===== src/rtl/rtcal_pkg.sv =====
package rtcal_pkg;

   localparam int NUM_FIELDS = 6;
   localparam int F_SEC = 0;
   localparam int F_MIN = 1;
   localparam int F_HR  = 2;
   localparam int F_DAY = 3;
   localparam int F_MON = 4;
   localparam int F_YR  = 5;

   // field order follows the register offsets: index = offset / 4
   typedef logic [NUM_FIELDS-1:0][7:0] rtcal_time_t;

   function automatic logic [7:0] bcd_inc(input logic [7:0] v);
      if (v[3:0] >= 4'd9) return {v[7:4] + 4'd1, 4'd0};
      return {v[7:4], v[3:0] + 4'd1};
   endfunction

   // 10 = 2 (mod 4), so tens*2 + ones decides divisibility by four
   function automatic logic is_leap(input logic [7:0] yr);
      logic [4:0] s;
      s = {yr[7:4], 1'b0} + {1'b0, yr[3:0]};
      return s[1:0] == 2'b00;
   endfunction

   function automatic logic [7:0] last_day(input logic [7:0] mon, input logic [7:0] yr);
      case (mon)
         8'h04, 8'h06, 8'h09, 8'h11: return 8'h30;
         8'h02:                      return is_leap(yr) ? 8'h29 : 8'h28;
         default:                    return 8'h31;
      endcase
   endfunction

endpackage


===== src/rtl/rtcal_prescaler.sv =====
module rtcal_prescaler #(
   parameter int unsigned PRESCALE = 32768
) (
   input  logic clk,
   input  logic rst_n,
   input  logic tick,
   input  logic run,
   input  logic clr,
   output logic step,
   output logic busy
);
   localparam int unsigned CW = (PRESCALE > 1) ? $clog2(PRESCALE) : 1;
   localparam logic [CW-1:0] LAST = CW'(PRESCALE - 1);
   localparam bit POW2 = (PRESCALE & (PRESCALE - 1)) == 0;

   logic [CW-1:0] cnt, cnt_inc;

   generate
      if (POW2) begin : g_wrap
         assign cnt_inc = cnt + 1'b1;
      end else begin : g_cmp
         assign cnt_inc = (cnt == LAST) ? '0 : cnt + 1'b1;
      end
   endgenerate

   assign busy = run && (cnt == LAST);
   assign step = busy && tick;

   always_ff @(posedge clk or negedge rst_n) begin
      if (!rst_n)           cnt <= '0;
      else if (clr)         cnt <= '0;
      else if (run && tick) cnt <= cnt_inc;
   end

   assert_frozen_stopped_R2: assert property (@(posedge clk) disable iff (!rst_n)
      !run && !clr |=> $stable(cnt));
   assert_busy_ends_R6: assert property (@(posedge clk) disable iff (!rst_n)
      step |=> !busy);

endmodule


===== src/rtl/rtcal_calendar.sv =====
module rtcal_calendar
   import rtcal_pkg::*;
(
   input  logic        clk,
   input  logic        rst_n,
   input  logic        step,
   input  logic        wr_en,
   input  logic [2:0]  wr_idx,
   input  logic [7:0]  wr_data,
   output rtcal_time_t now,
   output logic [3:0]  carry
);
   rtcal_time_t adv, nxt;
   logic c_min, c_hr, c_day, c_mon, c_yr;

   always_comb begin
      c_min = now[F_SEC] == 8'h59;
      c_hr  = c_min && now[F_MIN] == 8'h59;
      c_day = c_hr && now[F_HR] == 8'h23;
      c_mon = c_day && now[F_DAY] >= last_day(now[F_MON], now[F_YR]);
      c_yr  = c_mon && now[F_MON] == 8'h12;
      adv = now;
      adv[F_SEC] = c_min ? 8'h00 : bcd_inc(now[F_SEC]);
      if (c_min) adv[F_MIN] = c_hr  ? 8'h00 : bcd_inc(now[F_MIN]);
      if (c_hr)  adv[F_HR]  = c_day ? 8'h00 : bcd_inc(now[F_HR]);
      if (c_day) adv[F_DAY] = c_mon ? 8'h01 : bcd_inc(now[F_DAY]);
      if (c_mon) adv[F_MON] = c_yr  ? 8'h01 : bcd_inc(now[F_MON]);
      if (c_yr)  adv[F_YR]  = (now[F_YR] == 8'h99) ? 8'h00 : bcd_inc(now[F_YR]);
      nxt = step ? adv : now;
      if (wr_en) nxt[wr_idx] = wr_data;
   end

   assign carry = step ? {c_day, c_hr, c_min, 1'b1} : 4'b0000;

   always_ff @(posedge clk or negedge rst_n) begin
      if (!rst_n) begin
         now        <= '0;
         now[F_DAY] <= 8'h01;
         now[F_MON] <= 8'h01;
      end else begin
         now <= nxt;
      end
   end

   assert_hold_between_updates_R2: assert property (@(posedge clk) disable iff (!rst_n)
      !step && !wr_en |=> $stable(now));
   assert_sec_wrap_R3: assert property (@(posedge clk) disable iff (!rst_n)
      step && !wr_en && now[F_SEC] == 8'h59 |=> now[F_SEC] == 8'h00);

endmodule


===== src/rtl/rtcal_alarm.sv =====
module rtcal_alarm
   import rtcal_pkg::*;
(
   input  logic        clk,
   input  logic        rst_n,
   input  logic        wr_en,
   input  logic [2:0]  wr_idx,
   input  logic [7:0]  wr_data,
   input  rtcal_time_t now,
   output rtcal_time_t alarm,
   output logic        match
);
   logic [NUM_FIELDS-1:0] eq;

   generate
      for (genvar g = 0; g < NUM_FIELDS; g++) begin : g_fld
         logic [7:0] q;
         always_ff @(posedge clk or negedge rst_n) begin
            if (!rst_n)                           q <= 8'h00;
            else if (wr_en && wr_idx == 3'(g))    q <= wr_data;
         end
         assign alarm[g] = q;
         assign eq[g]    = (q == now[g]);
      end
   endgenerate

   assign match = &eq;

endmodule


===== src/rtl/bcd_calendar_rtc.sv =====
module bcd_calendar_rtc
   import rtcal_pkg::*;
#(
   parameter int unsigned PRESCALE = 32768,
   parameter int unsigned ADDR_W   = 8
) (
   input  logic              clk,
   input  logic              rst_n,
   input  logic              tick_32k,
   input  logic              bus_wr,
   input  logic [ADDR_W-1:0] bus_addr,
   input  logic [7:0]        bus_wdata,
   output logic [7:0]        bus_rdata,
   output logic              irq_timer,
   output logic              irq_alarm
);
   localparam int unsigned WI_W = ADDR_W - 2;
   localparam logic [WI_W-1:0] WI_CTRL = WI_W'(16);
   localparam logic [WI_W-1:0] WI_STAT = WI_W'(17);
   localparam logic [WI_W-1:0] WI_IE   = WI_W'(18);

   generate
      if (PRESCALE < 2) begin : g_bad_prescale
         $error("PRESCALE must be at least 2");
      end
      if (ADDR_W < 8) begin : g_bad_addr
         $error("ADDR_W must be at least 8");
      end
   endgenerate

   logic [WI_W-1:0] wi;
   logic [2:0]      idx;
   logic            aligned, time_sel, alm_sel;
   logic            run_q, ie_tmr, ie_alm, alm_flag, step_q;
   logic [3:0]      ev;
   logic            step, busy, match;
   logic [3:0]      carry;
   logic [7:0]      clr_mask, status;
   rtcal_time_t     now, alarm;

   assign wi       = bus_addr[ADDR_W-1:2];
   assign idx      = wi[2:0];
   assign aligned  = bus_addr[1:0] == 2'b00;
   assign time_sel = aligned && (wi >> 3) == '0 && idx < 3'd6;
   assign alm_sel  = aligned && (wi >> 3) == WI_W'(1) && idx < 3'd6;
   assign clr_mask = (bus_wr && aligned && wi == WI_STAT) ? bus_wdata : 8'h00;

   rtcal_prescaler #(.PRESCALE(PRESCALE)) u_pre (
      .clk(clk), .rst_n(rst_n), .tick(tick_32k), .run(run_q),
      .clr(bus_wr && time_sel && idx == 3'd0),
      .step(step), .busy(busy));

   rtcal_calendar u_cal (
      .clk(clk), .rst_n(rst_n), .step(step),
      .wr_en(bus_wr && time_sel), .wr_idx(idx), .wr_data(bus_wdata),
      .now(now), .carry(carry));

   rtcal_alarm u_alm (
      .clk(clk), .rst_n(rst_n),
      .wr_en(bus_wr && alm_sel), .wr_idx(idx), .wr_data(bus_wdata),
      .now(now), .alarm(alarm), .match(match));

   always_ff @(posedge clk or negedge rst_n) begin
      if (!rst_n) begin
         run_q    <= 1'b0;
         ie_tmr   <= 1'b0;
         ie_alm   <= 1'b0;
         ev       <= '0;
         alm_flag <= 1'b0;
         step_q   <= 1'b0;
      end else begin
         step_q   <= step;
         ev       <= (ev & ~clr_mask[5:2]) | carry;
         alm_flag <= (alm_flag & ~clr_mask[6]) | (step_q & match);
         if (bus_wr && aligned && wi == WI_CTRL) run_q <= bus_wdata[0];
         if (bus_wr && aligned && wi == WI_IE) begin
            ie_tmr <= bus_wdata[2];
            ie_alm <= bus_wdata[3];
         end
      end
   end

   assign status = {1'b0, alm_flag, ev, run_q, busy};

   always_comb begin
      bus_rdata = 8'h00;
      if (time_sel)                       bus_rdata = now[idx];
      else if (alm_sel)                   bus_rdata = alarm[idx];
      else if (aligned && wi == WI_CTRL)  bus_rdata = {7'b0, run_q};
      else if (aligned && wi == WI_STAT)  bus_rdata = status;
      else if (aligned && wi == WI_IE)    bus_rdata = {4'b0, ie_alm, ie_tmr, 2'b00};
   end

   assign irq_timer = ev[0] & ie_tmr;
   assign irq_alarm = alm_flag & ie_alm;

   assert_sec_event_R7: assert property (@(posedge clk) disable iff (!rst_n)
      step |=> ev[0]);
   assert_alarm_sticky_R9: assert property (@(posedge clk) disable iff (!rst_n)
      alm_flag && !clr_mask[6] |=> alm_flag);
   assert_alarm_after_update_R8: assert property (@(posedge clk) disable iff (!rst_n)
      $rose(alm_flag) |-> $past(step_q));

endmodule


===== config.mk =====
export PLATFORM = sky130hd
export DESIGN_NAME = bcd_calendar_rtc
export DESIGN_NICKNAME = d
export VERILOG_FILES = /design/src/rtl/rtcal_pkg.sv /design/src/rtl/rtcal_prescaler.sv /design/src/rtl/rtcal_calendar.sv /design/src/rtl/rtcal_alarm.sv /design/src/rtl/bcd_calendar_rtc.sv
export SDC_FILE = /design/constraint.sdc
export NUM_CORES = 1
export LEC_CHECK = 0
export ABC_AREA = 1
export BUFFER_PORTS_ARGS = -buffer_cell sky130_fd_sc_hd__buf_4
export CAP_MARGIN = 20
export CELL_PAD_IN_SITES_DETAIL_PLACEMENT = 1
export CELL_PAD_IN_SITES_GLOBAL_PLACEMENT = 1
export CORE_MARGIN = 1
export CORE_UTILIZATION = 42
export CTS_BUF_LIST = sky130_fd_sc_hd__clkbuf_16
export CTS_CLUSTER_DIAMETER = 200
export DETAILED_ROUTE_END_ITERATION = 12
export PLACE_DENSITY = 0.78
export SYNTH_ARGS = -nofsm -noshare
export SYNTH_HDL_FRONTEND = slang
export SYNTH_SLANG_ARGS = --single-unit

===== constraint.sdc =====
create_clock -name clk -period 2.6 [get_ports clk]
set_clock_uncertainty 0.2 [all_clocks]
set_input_delay 0.26 -clock clk [delete_from_list [all_inputs] [get_ports clk]]
set_output_delay 0.26 -clock clk [all_outputs]
set_load 0.01 [all_outputs]

==> impl_metrics.toml <==
[run_status]
status = "complete, but fails checks"
violations = "negative setup slack"

[power_and_ir_drop]
cellLeakagePower_nw = 5.00
internal_power_mw = 3.60
powerDensity_nw_per_um2 = 505
combPwrFrac_pct = 18.1
seqPwrFrac_pct = 40.2
swShare_pct = 31.0
ir_worst_vdd_uv = 428
p_total_mw = 5.21
p_sw_mw = 1.62
clockPowerShare_pct = 41.7

[hold_path]
hp-start = "bus_addr[5]"
hp-class = "input port to flip-flop"

[logic_synthesis]
synth_top_area_share_pct = 35.3
synth_edf_count = 0
yosysTopAreaCell = "dfrtp_1"
yosysWarnings = 0
synthCells = 1152
synth.area.top_cells = "dfrtp_1 (35%), nand2_1 (13%), inv_1 (6.4%)"
avgSynthCellArea_um2 = 7.27
syn_area_um2 = 8380
synth_nets = 1208
synthArstFlopShare_pct = 100
ys_ff_latch = 120
synth_cell_types = 47
synth-seq-area-share_pct = 35.9
synth_flop_cell = "dfrtp_1"

[clock_network]
clockBufferDepth = 2
cts_buffers = 17
cts.htree.levels = 4
cts-root-buf = "clkbuf_16"
clock_latency_ps = 440
clock-sinks = 120
cts_tree = "yes"
clkSlewWorstSetupHoldPaths_ps = 60

[layout]
stdcell_area_um2 = 10300
final_layout_size_suffix_gt1_share_pct = 19.7
diodes = 0
syn_to_final_growth_pct = 23.3
utilization_pct = 52.9
final_net_count = 1316
fill_cells = 2486
instances_no_fill = 1538

[setup_path]
cp_cell_sequence = "ha_2 > inv_2 > nor3_2 > a31oi_2 > inv_1 > nor2_1 > ha_2 > nand2_4 > nor2_4 > nand2_2 > nand2_2 > nor2_1 > nor2_1 > buf_6 > nand4_1 > nand2_1 > inv_1 > nand2_1 > nand2_1"
cp_max_fo = 8
r2r_start = "u_cal.now[32]$_DFF_PN1_"
cp_top_family = "simple AND/OR/NAND/NOR gates"
max_stage_delay_ps = 570
cp.required_ps = 2710
worst-path-buf-inv = 4
critPathKind = "flip-flop to flip-flop"
cpMaxStageDelayCell = "dfstp_2"
startpoint_type = "flip-flop"
arrival_ps = 3080
cp-end-kind = "flip-flop"
critPathLaunch = "u_cal.now[32]$_DFF_PN1_"

[sta]
period_share_pct = 114
slew_violations = 0
layout_setup_ws_ps = -363
worst_slew_pin_slew_ps = 875
rsz0062_at_grt = "true"
finalHoldViolations = 0
max_freq_mhz = 337
fin_hold_ws_ps = 28.6
relSlewSlack_pct = 41.6
fin_crit_ps = 2960
finalSetupViolations = 24

[drt]
vias_per_cell = 5.85
vias = 8998
antenna_left = 0
wl_um = 34300
drc_errors = 0
wire_per_inst_um = 22.3
dr.first_iter.drc_count = 657
first_pass_iters = 5

[flow_run]
cap_viol_max_count = 0

[placement]
port_buffers = 29
dp.cells = 1484
hpwlAfterDp_um = 25500
gp_congestion = 1.04
placed_cell_area_um2 = 9330

[floorplanning]
coreArea_um2 = 19500
ios = 30
fp.dieH_um = 143
initial_core_util_pct = 42.9
die_w_um = 143
die_area_um2 = 20500
rows = 51

[global_route]
grt_use_total_pct = 34.8
gr-total-overflow = 0
grt_max_degree = 44
grt_pass1_wl_um = 52400
grt_pass1_vias = 9198
antenna_found_initial = 0
==> power groups by stage <==
stage / sequential [mW] / combinational [mW] / clock [mW]
floorplan: 2.08 / 0.463 / 0
global placement: 2.11 / 0.783 / 0
detailed placement: 2.12 / 0.808 / 0
CTS: 2.09 / 0.881 / 2.18
global route: 2.11 / 1.03 / 2.27
finish: 2.10 / 0.942 / 2.17
==> worst register-to-register path: stages, from the launching register on <==
cell and delay (ps):
dfstp_2 570, ha_2 190, inv_2 50, nor3_2 190, a31oi_2 70, inv_1 70, nor2_1 40, ha_2 330
nand2_4 60, nor2_4 110, nand2_2 80, nand2_2 60, nor2_1 40, nor2_1 140, buf_6 180, nand4_1 170
nand2_1 120, inv_1 60, nand2_1 70, nand2_1 60
==> per-layer routing <==
layer | vias up | part of all wire [%] | wire length [um] | global-route usage (%)
met3 | 99 | 6.2 | 2150 | 6.87
met1 | 4499 | 41 | 14200 | 42.4
met4 | 0 | 4.6 | 1590 | 17.2
met5 | - | 0 | 0 | 0
li1 | 4068 | - | - | -
met2 | 332 | 48 | 16400 | 58.7
==> through the flow <==
stage / TNS [ps] / worst slack, ps
6_report: -6040 / -363
5_1_grt: -11060 / -554
4_1_cts: -4860 / -288
3_5_place_dp: -7060 / -386
3_3_place_gp: -3950 / -221
2_1_floorplan: -42.9 / -35.7
==> layout by cell type (no fill, tap or decap), types with 3 or more instances in the layout <==
| cell | synthesis | final |
|---|---|---|
| o21ai_2 | 26 | 32 |
| nand3_4 | 1 | 4 |
| nand3_1 | 82 | 72 |
| o21ai_1 | 26 | 37 |
| a21oi_1 | 35 | 34 |
| o211ai_1 | 10 | 10 |
| ha_4 | 0 | 4 |
| xnor2_1 | 7 | 7 |
| buf_4 | 3 | 94 |
| buf_6 | 6 | 4 |
| a211oi_1 | 6 | 6 |
| nand2_2 | 7 | 11 |
| nand4_1 | 18 | 18 |
| nand3b_1 | 3 | 3 |
| inv_2 | 13 | 18 |
| nor3_1 | 16 | 13 |
| a31oi_1 | 4 | 3 |
| nor2_4 | 11 | 13 |
| ha_1 | 36 | 30 |
| nand2_1 | 287 | 279 |
| clkbuf_16 | 0 | 17 |
| o22ai_1 | 36 | 36 |
| xor2_1 | 15 | 15 |
| nor2_1 | 85 | 81 |
| buf_12 | 0 | 5 |
| clkinv_2 | 0 | 5 |
| nand3_2 | 2 | 9 |
| a22oi_1 | 18 | 18 |
| inv_1 | 142 | 137 |
| dlygate4sd3_1 | 0 | 13 |
| clkinv_1 | 0 | 5 |
| nor2_2 | 2 | 4 |
| dfrtp_1 | 118 | 118 |
| o21ai_0 | 95 | 77 |
| nand2_4 | 6 | 9 |
==> layout make-up <==
class / count / area, um^2 / share of cell area, %
Sequential cell: 120 / 3010 / 29.1
Clock inverter: 15 / 97.6 / 0.945
Multi-Input combinational cell: 850 / 4900 / 47.4
Tap cell: 265 / 332 / 3.21
Clock buffer: 17 / 425 / 4.12
Timing Repair Buffer: 116 / 981 / 9.50
Inverter: 155 / 587 / 5.68
==> worst paths after layout <==
kind                                                         to  slack, ps  depth (start not counted)
worst max-delay path                    u_cal.now[43]$_DFF_PN0_       -360                         19
worst min-delay path                          run_q$_DFFE_PN0P_         30                          5
worst max register to register          u_cal.now[43]$_DFF_PN0_       -360                         19
worst min register to register  u_alm.g_fld[2].q[5]$_DFFE_PN0P_        300                          2
max in group asynchronous       u_alm.g_fld[5].q[4]$_DFFE_PN0P_       1370                          3
min in group asynchronous               u_cal.now[37]$_DFF_PN0_        190                          2
==> kinds of logic (layout without fill, tap and decap cells) <==
kind of cell               after synthesis  in the layout  synth area share [%]
and+or+nand+nor                        528            528                  28.6
xor gates and xnor gates                22             22                  2.30
DFF                                    120            120                  35.9
AOI/OAI and AO/OA                      264            264                  18.9
buffers and inverters                  182            303                  8.96
adders and majority gates               36             36                  5.38
==> Yosys cell counts (26+ instances only) <==
cell type,count
a21oi_1,35
dfrtp_1,118
ha_1,36
inv_1,142
nand2_1,287
nand3_1,82
nor2_1,85
o21ai_0,95
o21ai_1,26
o21ai_2,26
o22ai_1,36
==> registers in the layout, summed over array words and instances (netlist names) <==
signal         flops
u_cal.now         48
ev                 4
alm_flag           1
ie_alm             1
step_q             1
ie_tmr             1
u_alm.g_fld.q     48
run_q              1
u_pre.cnt         15
==> what timing repair did <==
action	in CTS	in global routing
setup endpoints to repair	25	35
hold buffers	13	0
gates resized for setup	44	33
buffers inserted	4	5
endpoints found under the hold margin	57	0
pin swaps	16	21
(Power assumes the default switching activity.)
